File: src/rtl/rv32e_dec_pkg.sv
// Shared constants and types for the RV32E instruction decoder.
// Assumes a 32-bit instruction word with the standard field layout.
package rv32e_dec_pkg;

    localparam int INSN_W     = 32;
    localparam int FIELD_W    = 5;
    localparam int NUM_REGS   = 16;
    localparam int REG_IDX_W  = $clog2(NUM_REGS);
    localparam int NUM_CLASS  = 11;
    localparam int NUM_RFIELD = 3;

    // Bit position of each major class in the one-hot vector
    typedef enum logic [3:0] {
        CLS_LOAD     = 4'd0,
        CLS_STORE    = 4'd1,
        CLS_OP       = 4'd2,
        CLS_OP_IMM   = 4'd3,
        CLS_LUI      = 4'd4,
        CLS_AUIPC    = 4'd5,
        CLS_JAL      = 4'd6,
        CLS_JALR     = 4'd7,
        CLS_BRANCH   = 4'd8,
        CLS_MISC_MEM = 4'd9,
        CLS_SYSTEM   = 4'd10
    } cls_idx_e;

    typedef enum logic [3:0] {
        ALU_ADD   = 4'd0,
        ALU_SUB   = 4'd1,
        ALU_SLL   = 4'd2,
        ALU_SLT   = 4'd3,
        ALU_SLTU  = 4'd4,
        ALU_XOR   = 4'd5,
        ALU_SRL   = 4'd6,
        ALU_SRA   = 4'd7,
        ALU_OR    = 4'd8,
        ALU_AND   = 4'd9,
        ALU_CZEQZ = 4'd10,
        ALU_CZNEZ = 4'd11
    } alu_op_e;

    typedef enum logic [2:0] {
        IMM_NONE = 3'd0,
        IMM_I    = 3'd1,
        IMM_S    = 3'd2,
        IMM_B    = 3'd3,
        IMM_U    = 3'd4,
        IMM_J    = 3'd5
    } imm_fmt_e;

    // Major opcode values taken from instruction bits [6:2]
    localparam logic [4:0] OPC_LOAD     = 5'b00000;
    localparam logic [4:0] OPC_MISC_MEM = 5'b00011;
    localparam logic [4:0] OPC_OP_IMM   = 5'b00100;
    localparam logic [4:0] OPC_AUIPC    = 5'b00101;
    localparam logic [4:0] OPC_STORE    = 5'b01000;
    localparam logic [4:0] OPC_OP       = 5'b01100;
    localparam logic [4:0] OPC_LUI      = 5'b01101;
    localparam logic [4:0] OPC_BRANCH   = 5'b11000;
    localparam logic [4:0] OPC_JALR     = 5'b11001;
    localparam logic [4:0] OPC_JAL      = 5'b11011;
    localparam logic [4:0] OPC_SYSTEM   = 5'b11100;

    localparam logic [6:0] F7_BASE  = 7'b0000000;
    localparam logic [6:0] F7_ALT   = 7'b0100000;
    localparam logic [6:0] F7_CZERO = 7'b0000111;

    // Which register fields a class reads or writes
    typedef struct packed {
        logic rs2;
        logic rs1;
        logic rd;
    } reg_use_t;

endpackage

File: src/rtl/rv32e_major_dec.sv
// Major-class decoder: maps the low two bits and the major opcode to a
// one-hot class, the immediate format and the register fields in use.
// Assumes nothing about the function fields; those are handled elsewhere.
module rv32e_major_dec
    import rv32e_dec_pkg::*;
#(
    parameter int N_CLASS = NUM_CLASS
) (
    input  logic [1:0]         quad_i,
    input  logic [4:0]         opc_i,
    output logic [N_CLASS-1:0] cls_o,
    output logic               known_o,
    output imm_fmt_e           fmt_o,
    output reg_use_t           use_o
);

    // Table lookup of class, format and field use from the opcode
    always_comb begin
        cls_o = '0;
        fmt_o = IMM_NONE;
        use_o = '{rs2: 1'b0, rs1: 1'b0, rd: 1'b0};
        if (quad_i == 2'b11) begin
            case (opc_i)
                OPC_LOAD: begin
                    cls_o[CLS_LOAD] = 1'b1;
                    fmt_o = IMM_I;
                    use_o = '{rs2: 1'b0, rs1: 1'b1, rd: 1'b1};
                end
                OPC_STORE: begin
                    cls_o[CLS_STORE] = 1'b1;
                    fmt_o = IMM_S;
                    use_o = '{rs2: 1'b1, rs1: 1'b1, rd: 1'b0};
                end
                OPC_OP: begin
                    cls_o[CLS_OP] = 1'b1;
                    use_o = '{rs2: 1'b1, rs1: 1'b1, rd: 1'b1};
                end
                OPC_OP_IMM: begin
                    cls_o[CLS_OP_IMM] = 1'b1;
                    fmt_o = IMM_I;
                    use_o = '{rs2: 1'b0, rs1: 1'b1, rd: 1'b1};
                end
                OPC_LUI: begin
                    cls_o[CLS_LUI] = 1'b1;
                    fmt_o = IMM_U;
                    use_o = '{rs2: 1'b0, rs1: 1'b0, rd: 1'b1};
                end
                OPC_AUIPC: begin
                    cls_o[CLS_AUIPC] = 1'b1;
                    fmt_o = IMM_U;
                    use_o = '{rs2: 1'b0, rs1: 1'b0, rd: 1'b1};
                end
                OPC_JAL: begin
                    cls_o[CLS_JAL] = 1'b1;
                    fmt_o = IMM_J;
                    use_o = '{rs2: 1'b0, rs1: 1'b0, rd: 1'b1};
                end
                OPC_JALR: begin
                    cls_o[CLS_JALR] = 1'b1;
                    fmt_o = IMM_I;
                    use_o = '{rs2: 1'b0, rs1: 1'b1, rd: 1'b1};
                end
                OPC_BRANCH: begin
                    cls_o[CLS_BRANCH] = 1'b1;
                    fmt_o = IMM_B;
                    use_o = '{rs2: 1'b1, rs1: 1'b1, rd: 1'b0};
                end
                OPC_MISC_MEM: cls_o[CLS_MISC_MEM] = 1'b1;
                OPC_SYSTEM:   cls_o[CLS_SYSTEM]   = 1'b1;
                default: ;
            endcase
        end
    end

    // A word is recognised when any class bit is set
    assign known_o = |cls_o;

endmodule

File: src/rtl/rv32e_func_dec.sv
// Function-field decoder: picks the ALU operation for OP and OP-IMM and
// flags undefined funct3/funct7 patterns for every class that has them.
// Assumes the class vector is one-hot or zero.
module rv32e_func_dec
    import rv32e_dec_pkg::*;
#(
    parameter int N_CLASS = NUM_CLASS
) (
    input  logic [N_CLASS-1:0] cls_i,
    input  logic [2:0]         f3_i,
    input  logic [6:0]         f7_i,
    output alu_op_e            alu_o,
    output logic               bad_o
);

    // Base-form operation for a funct3 value shared by OP and OP-IMM
    function automatic alu_op_e base_op(input logic [2:0] f3);
        case (f3)
            3'b000:  base_op = ALU_ADD;
            3'b001:  base_op = ALU_SLL;
            3'b010:  base_op = ALU_SLT;
            3'b011:  base_op = ALU_SLTU;
            3'b100:  base_op = ALU_XOR;
            3'b101:  base_op = ALU_SRL;
            3'b110:  base_op = ALU_OR;
            default: base_op = ALU_AND;
        endcase
    endfunction

    // Operation select and legality of the function fields per class
    always_comb begin
        alu_o = ALU_ADD;
        bad_o = 1'b0;
        if (cls_i[CLS_OP]) begin
            case (f7_i)
                F7_BASE: alu_o = base_op(f3_i);
                F7_ALT: begin
                    if (f3_i == 3'b000)      alu_o = ALU_SUB;
                    else if (f3_i == 3'b101) alu_o = ALU_SRA;
                    else                     bad_o = 1'b1;
                end
                F7_CZERO: begin
                    if (f3_i == 3'b101)      alu_o = ALU_CZEQZ;
                    else if (f3_i == 3'b111) alu_o = ALU_CZNEZ;
                    else                     bad_o = 1'b1;
                end
                default: bad_o = 1'b1;
            endcase
        end else if (cls_i[CLS_OP_IMM]) begin
            case (f3_i)
                3'b001: begin
                    alu_o = ALU_SLL;
                    bad_o = (f7_i != F7_BASE);
                end
                3'b101: begin
                    if (f7_i == F7_BASE)     alu_o = ALU_SRL;
                    else if (f7_i == F7_ALT) alu_o = ALU_SRA;
                    else                     bad_o = 1'b1;
                end
                default: alu_o = base_op(f3_i);
            endcase
        end else if (cls_i[CLS_LOAD]) begin
            bad_o = (f3_i == 3'b011) || (f3_i[2:1] == 2'b11);
        end else if (cls_i[CLS_STORE]) begin
            bad_o = (f3_i >= 3'b011);
        end else if (cls_i[CLS_BRANCH]) begin
            bad_o = (f3_i[2:1] == 2'b01);
        end
    end

endmodule

File: src/rtl/rv32e_reg_chk.sv
// Register-field checker: cuts each 5-bit field to the index width of the
// reduced register file and flags any used field that names a register
// beyond it. Assumes FIELD_W is larger than IDX_W.
module rv32e_reg_chk #(
    parameter int FIELD_W = 5,
    parameter int IDX_W   = 4,
    parameter int N_FIELD = 3
) (
    input  logic [N_FIELD*FIELD_W-1:0] fields_i,
    input  logic [N_FIELD-1:0]         used_i,
    output logic [N_FIELD*IDX_W-1:0]   idx_o,
    output logic                       bad_o
);

    localparam int HI_W = FIELD_W - IDX_W;

    logic [N_FIELD-1:0] hi_bad;

    // One slice per field: low bits become the index, high bits the range check
    for (genvar g = 0; g < N_FIELD; g++) begin : g_field
        assign idx_o[g*IDX_W +: IDX_W] = fields_i[g*FIELD_W +: IDX_W];
        assign hi_bad[g] = used_i[g] & (|fields_i[g*FIELD_W+IDX_W +: HI_W]);
    end

    // Any out-of-range used field rejects the word
    assign bad_o = |hi_bad;

endmodule

File: src/rtl/rv32e_decoder.sv
// RV32E instruction decoder top: combines the major-class, function-field
// and register-field decoders into one combinational stage.
// Assumes a 32-bit word is presented whole; no state is held.
module rv32e_decoder
    import rv32e_dec_pkg::*;
#(
    parameter int N_REGS = NUM_REGS
) (
    input  logic [INSN_W-1:0]    instr_i,
    output logic [NUM_CLASS-1:0] cls_o,
    output logic [$clog2(N_REGS)-1:0] rd_o,
    output logic [$clog2(N_REGS)-1:0] rs1_o,
    output logic [$clog2(N_REGS)-1:0] rs2_o,
    output logic [3:0]           alu_op_o,
    output logic [2:0]           imm_fmt_o,
    output logic                 illegal_o
);

    localparam int IDX_W = $clog2(N_REGS);

    logic                          known;
    imm_fmt_e                      fmt;
    reg_use_t                      use_w;
    alu_op_e                       alu;
    logic                          func_bad;
    logic                          reg_bad;
    logic [NUM_RFIELD*IDX_W-1:0]   idx_all;

    rv32e_major_dec #(
        .N_CLASS (NUM_CLASS)
    ) u_major (
        .quad_i  (instr_i[1:0]),
        .opc_i   (instr_i[6:2]),
        .cls_o   (cls_o),
        .known_o (known),
        .fmt_o   (fmt),
        .use_o   (use_w)
    );

    rv32e_func_dec #(
        .N_CLASS (NUM_CLASS)
    ) u_func (
        .cls_i (cls_o),
        .f3_i  (instr_i[14:12]),
        .f7_i  (instr_i[31:25]),
        .alu_o (alu),
        .bad_o (func_bad)
    );

    rv32e_reg_chk #(
        .FIELD_W (FIELD_W),
        .IDX_W   (IDX_W),
        .N_FIELD (NUM_RFIELD)
    ) u_regs (
        .fields_i ({instr_i[24:20], instr_i[19:15], instr_i[11:7]}),
        .used_i   ({use_w.rs2, use_w.rs1, use_w.rd}),
        .idx_o    (idx_all),
        .bad_o    (reg_bad)
    );

    // Split the packed indices back into the three register outputs
    assign rd_o  = idx_all[0*IDX_W +: IDX_W];
    assign rs1_o = idx_all[1*IDX_W +: IDX_W];
    assign rs2_o = idx_all[2*IDX_W +: IDX_W];

    // Drive the selects and merge every rejection reason
    assign alu_op_o  = alu;
    assign imm_fmt_o = fmt;
    assign illegal_o = ~known | func_bad | reg_bad;

endmodule

File: config.mk
export PLATFORM = sky130hd
export DESIGN_NAME = rv32e_decoder
export DESIGN_NICKNAME = d
export VERILOG_FILES = /design/src/rtl/rv32e_dec_pkg.sv /design/src/rtl/rv32e_major_dec.sv /design/src/rtl/rv32e_func_dec.sv /design/src/rtl/rv32e_reg_chk.sv /design/src/rtl/rv32e_decoder.sv
export SDC_FILE = /design/constraint.sdc
export NUM_CORES = 1
export LEC_CHECK = 0
export BUFFER_PORTS_ARGS = -buffer_cell sky130_fd_sc_hd__buf_2
export CAP_MARGIN = 20
export CORE_UTILIZATION = 39
export DETAILED_ROUTE_END_ITERATION = 16
export PLACE_DENSITY = 0.86
export SETUP_SLACK_MARGIN = 0.4
export SYNTH_ARGS = -nofsm -noshare
export SYNTH_HDL_FRONTEND = slang
export SYNTH_HIERARCHICAL = 1
export SYNTH_SLANG_ARGS = --single-unit
File: constraint.sdc
create_clock -name vclk -period 3.71
set_clock_uncertainty 0.1 [all_clocks]
set_input_delay 0.371 -clock vclk [all_inputs]
set_output_delay 0.371 -clock vclk [all_outputs]
set_load 0.02 [all_outputs]
==> summary.txt, run 1 <==
Worst hold path
  • Hold path cells: 0
  • Hold Crit Class: in2out
  • Hold path start: instr_i[20]

Critical path
  • WP data arrival: 2.48 ns
  • Critical path capture point type: output port
  • Largest stage delay, worst path: between 0.3 and 0.4 ns
  • Setup CP Type: in2out
  • WP data required: ~3.2 ns
  • Slowest-stage cell, CP: or3_4
  • CP Launch Type: input pin
  • CP startpoint: instr_i[3]
  • Critical-path cell list: buf_2 -> nand2b_4 -> or3_4 -> nor2_1 -> buf_4 -> nand3b_1 -> nor3_1 -> a31oi_1 -> o21a_1 -> or3b_1 -> buf_2
  • Most used cell, CP: buf_2
  • Critical path fanouts, max: 11

Detailed routing
  • Total Wirelength: 2.19 mm
  • WL per Instance: 13.4 µm
  • Post-DRT Antenna Nets: 0
  • DRT Pass-1 Iters: 6
  • DR vias: 959
  • Via density: 5.88
  • Drt first-iter violations: 37
  • DRC: 0

Floorplanning
  • I/O pins: 63
  • Site row count: 15
  • Die area: 2160 µm²
  • Area of the core: around 1800 µm²
  • Die X: around 46 µm
  • Initial core utilization: 43.3%
  • Die height: ~46 µm

Pwr
  • Pleak: about 0.39 nW
  • Peak VDD IR: 0.0000437 V
  • PnR Total Power: 62.5 µW
  • Power Density: 71.9 nW/µm²

Logic synthesis
  • Synth Area in XOR/XNOR: 3.40%
  • Yosys cell types: 45
  • Multiplexer area fraction after synthesis: 0%
  • Synth Area in Compound Gates: 29.5%
  • Mapped cell area: 772 µm²
  • Main combinational cell family by area after synthesis: simple AND/OR/NAND/NOR gates
  • Syn nets: 151
  • Area leader, netlist: buf_4
  • Post-Synth Simple-Gate Area: 46.5%
  • Seq/Total Area, Yosys: 0%
  • Synth top area cells: buf_4, nor2_1, nand2b_1
  • Synthesized instance count: 119
  • Share of the synthesized area in the top cell type: 11.7%
  • Post-Synth Adder-Cell Area: 0%
  • Mapped Avg Cell Area: between 6 and 7 µm²
  • Ys Warns: 6

Finish
  • Seq. cell area: 0 µm²
  • Syn-to-layout area delta: 12.6%
  • NumNets Final: 172
  • Share of layout cells above drive strength 1: 37.7%
  • Multi-input logic area: about 610 µm²
  • Commonest cells after routing, fill and taps aside: buf_2, nor2_1, nand2b_1, a21oi_1
  • Finished Layout Cells: ~160
  • FFs & Latches: 0
  • Filler Cell Count: 190
  • Cell area after layout: 870 µm²
  • Most common cell after layout, fill and taps aside: buf_2
  • Antenna Diode Count: 0
  • # clk buffers: 0

GRT
  • Number of global-route vias before repair: 804
  • First-pass GRT wire length: 3.38 mm
  • Gr usage total: between 20 and 25%
  • Antenna violations before repair: 0
  • Largest net degree at the start of global routing: 16
  • GRT overflow: 0

Clock tree
  • Hold Buf Count CTS: 0
  • Setup bufs post-CTS: 0
  • CTS resizes: 0

STA
  • Fmax achieved: 0.339 GHz
  • Hold slack: 0.642 ns
  • Fin crit share: 79.5%
  • # setup viols final: 0
  • Worst Max-Slew Pin Slew: 0.468 ns
  • Final count of pins violating max slew: 0
  • RSZ-0062 raised after global routing: false
  • Final Hold Fails: 0
  • Minimum clock period: 2.95 ns
  • Max-slew headroom: just under 70%
  • Setup TNS: 0 ns

Place
  • PortBufs: 39
  • Placed cells: 163
  • DP HPWL: 1.76 mm
  • GP Congestion: 0.929
  • Post-Place Cell Area: 870 µm²

Run status
  • Status: finished clean

Flow run
  • Total of max-cap violations: 0
-- per-stage QoR --
stage          worst slack [ns]  utilization [%]
6_report                  0.761             48.8
5_1_grt                   0.617             48.8
4_1_cts                   0.768             48.8
3_5_place_dp              0.774             48.8
3_3_place_gp              0.841             48.8
2_1_floorplan             0.595                -
-- path summary, 6_finish.rpt --
kind / end
hold / removal: rs2_o[0]
setup / recovery: illegal_o
-- critical path, delay by kind of cell --
kind,cells,cell delay [ns]
buffers and inverters,3,0.49
AOI/OAI and AO/OA,2,0.20
and+or+nand+nor,6,1.41
-- kinds of logic after synthesis --
group,count (synthesis)
simple gates,57
compound gates,32
buf+inv,27
xor+xnor,3
-- layout make-up --
type,count,area share [%]
inverter,6,2.59
timing repair buffer,40,23.3
multi-input combinational,92,70.5
tap,25,3.60
-- cell usage after synthesis, types with 2 or more instances --
master,n
a21oi_1,6
a31oi_1,4
a32oi_1,2
and2_1,2
and3_1,2
buf_2,4
buf_4,12
clkbuf_1,4
inv_1,5
nand2_1,5
nand2b_1,6
nand3_1,2
nand3b_1,3
nand4_1,2
nor2_1,14
nor2b_1,3
nor3_1,5
nor3_2,2
o21ai_0,4
o21ai_2,2
o22ai_1,3
or3_4,2
or4b_1,2
xnor2_1,2
-- per-layer routing --
layer / vias up / track usage (%) / part of all wire, %
met5: - / 0 / 0
met4: 0 / 6.47 / 2.9
met3: 8 / 0.784 / 7.8
met2: 59 / 39.4 / 51
met1: 426 / 23.7 / 39
li1: 466 / - / -
-- where the power goes --
group,leakage (nW),switching [mW],internal [mW]
Clock,0,0,0
Combinational,0.394,0.0387,0.0239
Sequential,0,0,0
Total,0.394,0.0387,0.0239
No activity file was read; power rests on OpenSTA's default activity.
==> inputs of run 2 (changes only) <==
==> constraint.sdc (replaced) <==
create_clock -name vclk -period 2.82
set_clock_uncertainty 0.1 [all_clocks]
set_input_delay 0.282 -clock vclk [all_inputs]
set_output_delay 0.282 -clock vclk [all_outputs]
set_load 0.02 [all_outputs]
==> summary.txt, run 2 (synthesis gave the netlist of run 1 again) <==
Detailed routing
  • DR vias: 1024 (+6.8%)
  • DRC: 0 (unchanged)
  • Via density: 5.82 (-1.1%)
  • Post-DRT Antenna Nets: 0 (unchanged)
  • Total Wirelength: 2.50 mm (+14%)
  • Drt first-iter violations: 32 (-14%)
  • WL per Instance: 14.2 µm (+5.8%)
  • DRT Pass-1 Iters: 4 (-2)

Place
  • PortBufs: 39 (unchanged)
  • DP HPWL: 1.80 mm (+2.1%)
  • GP Congestion: 0.894 (-3.8%)
  • Placed cells: 165 (+1.2%)
  • Post-Place Cell Area: 907 µm² (+4.3%)

Pwr
  • Peak VDD IR: 0.0000560 V (+28%)
  • PnR Total Power: 99.6 µW (+59%)
  • Power Density: 93.9 nW/µm² (+31%)
  • Pleak: 0.485 nW (+23%)

GRT
  • First-pass GRT wire length: 3.53 mm (+4.5%)
  • Number of global-route vias before repair: 839 (+4.4%)
  • Largest net degree at the start of global routing: 16 (unchanged)
  • Gr usage total: 21.6% (+1.0 points)
  • GRT overflow: 0 (unchanged)
  • Antenna violations before repair: 0 (unchanged)

Finish
  • Seq. cell area: 0 µm² (unchanged)
  • Final core area utilization: 59.4% (+11 points)
  • Share of layout cells above drive strength 1: 50.3% (+13 points)
  • Cell area after layout: 1060 µm² (+22%)
  • FFs & Latches: 0 (unchanged)
  • NumNets Final: 185 (+7.6%)
  • Most common cell after layout, fill and taps aside: buf_2
  • Finished Layout Cells: 176 (+8.0%)
  • Commonest cells after routing, fill and taps aside: buf_2, buf_4, nor2_1
  • Antenna Diode Count: 0 (unchanged)
  • Syn-to-layout area delta: 37.3%
  • # clk buffers: 0 (unchanged)

Critical path
  • Critical path fanouts, max: 7 (-4)
  • WP data required: 2.44 ns (-0.80 ns)
  • CP Launch Type: input pin
  • Setup CP Type: in2out
  • CP startpoint: instr_i[3]
  • Worst Setup EP: illegal_o
  • WP data arrival: 2.06 ns (-0.42 ns)
  • Critical path capture point type: output port

STA
  • Final count of pins violating max slew: 0 (unchanged)
  • Fmax achieved: roughly 0.41 GHz
  • Worst Max-Slew Pin Slew: 0.285 ns (-0.183 ns)
  • Final Hold Fails: 0 (unchanged)
  • # setup viols final: 0 (unchanged)
  • Fin crit share: 86.5%
  • Setup TNS: 0 ns (unchanged)
  • RSZ-0062 raised after global routing: true
  • Max-slew headroom: 80.8% (+12 points)
  • Minimum clock period: between 2 and 2.5 ns

Floorplanning
  • Die X: 46.5 µm (unchanged)
  • Die height: 46.5 µm (unchanged)
  • Die area: 2160 µm² (unchanged)
  • Initial core utilization: 43.3% (unchanged)
  • Site row count: 15 (unchanged)
  • I/O pins: 63 (unchanged)
  • Area of the core: 1780 µm² (unchanged)

Flow run
  • Total of max-cap violations: 0 (unchanged)

Clock tree
  • Hold Buf Count CTS: 0 (unchanged)

Run status
  • Status: finished clean

Worst hold path
  • Hold Crit Class: in2out
[run 2: changes by cell type in the layout (fill, tap and decap cells not counted), sizes merged]
cell    change
buf        +12
clkbuf      +1
[run 2: per-stage QoR]
| stage | hold slack (ns) | worst slack, ns |
|---|---|---|
| after floorplan | 0.570 | 0.288 |
| after global placement | 0.464 | 0.323 |
| after detailed placement | 0.464 | 0.284 |
| after CTS | 0.464 | 0.338 |
| after global routing | 0.464 | 0.276 |
| final | 0.464 | 0.380 |
[run 2: cell type report]
class | instances | area (µm²)
Tap cell | 25 | 31.3
Fill cell | 178 | 723
Inverter | 6 | 22.5
Multi-Input combinational cell | 92 | 673
Timing Repair Buffer | 53 | 333
[run 2: worst max-delay path: stages]
cell      delay (ns)
buf_12          0.11
nand2b_4        0.13
or3_4           0.41
nor2_4          0.12
nand3b_1        0.11
nor3_2          0.18
a31oi_1         0.08
o21a_1          0.13
or3b_4          0.36
buf_6           0.14
[run 2: repair_timing]
item / in CTS / in global routing
pin swaps: 2 / 7
buffers inserted: 4 / 7
resized for setup: 5 / 16
endpoints found under the setup margin: 2 / 3
[run 2: metal layers]
layer,share of wire (%),routed length [µm],GRT usage [%]
met2,50,1260,44.2
met4,2.2,55,1.18
met1,41,1020,24.1
met5,0,0,0
met3,6.6,166,1.96
[run 2: worst min-delay path by stage]
stage / from / end / slack (ns) / depth (start not counted)
5_1_grt: instr_i[8] / rd_o[1] / 0.46 / 0
6_report: instr_i[22] / rs2_o[2] / 0.46 / 0
2_1_floorplan: instr_i[4] / cls_o[0] / 0.57 / 1
3_3_place_gp: instr_i[15] / rs1_o[0] / 0.46 / 0
3_5_place_dp: instr_i[15] / rs1_o[0] / 0.46 / 0
4_1_cts: instr_i[15] / rs1_o[0] / 0.46 / 0
[run 2: report_power, final]
part	switching (mW)	internal, mW
sequential	0	0
clock	0	0
combinational	0.0577	0.0419
==> inputs of run 3 (changes only) <==
--- a/config.mk
+++ b/config.mk
@@ -9,9 +9,8 @@
 export CAP_MARGIN = 20
 export CORE_UTILIZATION = 39
 export DETAILED_ROUTE_END_ITERATION = 16
-export PLACE_DENSITY = 0.86
+export PLACE_DENSITY = 0.87
 export SETUP_SLACK_MARGIN = 0.4
 export SYNTH_ARGS = -nofsm -noshare
 export SYNTH_HDL_FRONTEND = slang
-export SYNTH_HIERARCHICAL = 1
 export SYNTH_SLANG_ARGS = --single-unit
==> summary.txt, run 3 <==
STA
  • Setup TNS: 0 ns (unchanged)
  • Fin crit share: 75.6% (-11 points)
  • RSZ-0062 raised after global routing: false
  • Setup WS post-layout: 0.689 ns (+0.309 ns)
  • Final Hold Fails: 0 (unchanged)
  • # setup viols final: 0 (unchanged)
  • Worst Max-Slew Pin Slew: 0.290 ns (+0.00448 ns)
  • Max-slew headroom: 80.5% (-0.29 points)
  • Minimum clock period: 2.13 ns (-0.309 ns)
  • Final count of pins violating max slew: 0 (unchanged)
  • Fmax achieved: 0.469 GHz (+15%)
  • Hold slack: 0.464 ns (+0.00000200 ns)

Finish
  • Syn-to-layout area delta: 11.4%
  • FFs & Latches: 0 (unchanged)
  • NumNets Final: 166 (-10%)
  • Share of layout cells above drive strength 1: 37.9% (-12 points)
  • Final core area utilization: 47.1% (-12 points)
  • Seq. cell area: 0 µm² (unchanged)
  • Commonest cells after routing, fill and taps aside: buf_2, nor2_1, o21ai_0, a21oi_1
  • Antenna Diode Count: 0 (unchanged)
  • Most common cell after layout, fill and taps aside: buf_2
  • # clk buffers: 0 (unchanged)

Critical path
  • Critical-path cell list: buf_2 -> nand4bb_2 -> or2_1 -> a311oi_1 -> o311ai_2 -> buf_2
  • WP data required: 2.44 ns (about the same)
  • Slowest-stage cell, CP: or2_1
  • Critical path capture point type: output port
  • Largest stage delay, worst path: 0.35 ns (-0.06 ns)
  • WP data arrival: 1.75 ns (-0.31 ns)
  • Setup CP Type: in2out
  • CP Launch Type: input pin
  • Most used cell, CP: buf_2
  • Critical path fanouts, max: 11 (+4)

Place
  • PortBufs: 39 (unchanged)
  • Pre-CTS setup slack: 0.683 ns (+0.399 ns)
  • DP HPWL: 1.55 mm (-14%)
  • GP Congestion: 0.899 (+0.57%)

Pwr
  • Int Power: 34.2 µW (-18%)
  • Peak VDD IR: 0.0000643 V (+15%)
  • Pleak: 0.363 nW (-25%)
  • Power Density: 106 nW/µm² (+12%)
  • Sw Ratio: 61.0% (+3.1 points)
  • Part of the power in registers: 0% (unchanged)
  • Clock power share: 0% (unchanged)
  • Comb pwr share: 100.0% (about the same)
  • Sw Pwr: 53.5 µW (-7.3%)
  • PnR Total Power: 87.7 µW (-12%)

Logic synthesis
  • Syn nets: 146 (-3.3%)
  • Main combinational cell family by area after synthesis: compound AO/OA/AOI/OAI gates
  • Top-count cell post-synth: buf_4
  • Multiplexer area fraction after synthesis: 1.34% (+1.3 points)
  • Commonest cells post-synth: buf_4, nor2_1, a21oi_1, o21ai_0
  • Synth Area in XOR/XNOR: 2.35% (-1.1 points)
  • Synth top area cells: buf_4, nor2_1, nor4_1
  • Yosys cell types: 49 (+8.9%)
  • Mapped Avg Cell Area: 6.54 µm² (+0.83%)
  • Area leader, netlist: buf_4
  • Synth Area in Compound Gates: 37.9% (+8.4 points)
  • Ys Warns: 0 (-6)
  • Seq/Total Area, Yosys: 0% (unchanged)
  • Post-Synth Adder-Cell Area: 0% (unchanged)
  • Mapped cell area: 746 µm² (-3.4%)
  • Synthesized instance count: 114 (-4.2%)
  • Post-Synth Simple-Gate Area: 36.4% (-10 points)
  • Share of the synthesized area in the top cell type: 13.1% (+1.4 points)

Detailed routing
  • Total Wirelength: 1.99 mm (-20%)
  • Drt first-iter violations: 39 (+22%)
  • WL per Instance: 12.7 µm (-11%)
  • DRC: 0 (unchanged)
  • Via density: 5.92 (+1.8%)
  • DR vias: 930 (-9.2%)
  • DRT Pass-1 Iters: 4 (unchanged)
  • Post-DRT Antenna Nets: 0 (unchanged)

Worst hold path
  • Hold EP: rs1_o[1]
  • Hold path cells: 0 (unchanged)
  • Hold Crit Class: in2out
  • Hold path start: instr_i[16]

GRT
  • Largest net degree at the start of global routing: 15 (-1)
  • Number of global-route vias before repair: 698 (-17%)
  • GRT overflow: 0 (unchanged)
  • Antenna violations before repair: 0 (unchanged)
  • First-pass GRT wire length: 3.04 mm (-14%)
  • Gr usage total: 18.5% (-3.1 points)

Run status
  • Status: finished clean

Floorplanning
  • I/O pins: 63 (unchanged)
  • Die height: 45.7 µm (-1.6%)
  • Die X: 45.7 µm (-1.6%)
  • Site row count: 15 (unchanged)
  • Die area: 2090 µm² (-3.3%)
  • Area of the core: 1760 µm² (-1.1%)
  • Initial core utilization: 42.3% (-1.0 points)

Clock tree
  • CTS resizes: 0 (-5)
  • Hold Buf Count CTS: 0 (unchanged)
  • Setup bufs post-CTS: 0 (-4)

Flow run
  • Total of max-cap violations: 0 (unchanged)
==> run 3: per-stage QoR <==
stage	cells	instance area (µm²)
final	157	831
after CTS	157	831
after global routing	157	831
after detailed placement	157	831
after floorplan	114	746
after global placement	157	831
==> run 3: cell type report <==
class | count | area [µm²]
multi-input cells | 87 | 582
repair buffers | 39 | 195
well taps | 25 | 31.3
fillers | 195 | 933
inverters | 6 | 22.5
==> run 3: how the worst max path moves through the flow <==
stage	start	end	slack, ns	depth (start not counted)
floorplan	instr_i[2]	alu_op_o[0]	0.80	5
global placement	instr_i[2]	illegal_o	0.74	6
detailed placement	instr_i[2]	illegal_o	0.68	6
CTS	instr_i[2]	illegal_o	0.68	6
global route	instr_i[2]	illegal_o	0.61	6
finish	instr_i[2]	illegal_o	0.69	6
==> run 3: per-layer routing <==
metal	track usage, %	share of wire, %	up-vias
li1	-	-	457
met1	24.8	43	423
met2	35.1	51	50
met3	0	6.2	0
met4	0	0	0
met5	0	0	-
==> run 3: cell families (layout without fill, tap and decap cells) <==
group	Yosys count	in the layout
buffers and inverters	27	45
muxes	1	1
xor gates and xnor gates	2	2
AOI/OAI and AO/OA	37	37
and+or+nand+nor	47	47
==> run 3: worst max-delay path, delay by kind of cell <==
kind	cells	cell delay [ns]
AND/OR/NAND/NOR	2	0.69
AO/OA/AOI/OAI	2	0.44
buffers and inverters	2	0.32
==> run 3: power by group through the flow <==
stage	Combinational, mW	Clock, mW	Sequential, mW
CTS	0.0872	0	0
global placement	0.0838	0	0
global route	0.0968	0	0
finish	0.0877	0	0
floorplan	0.0865	0	0
detailed placement	0.0869	0	0
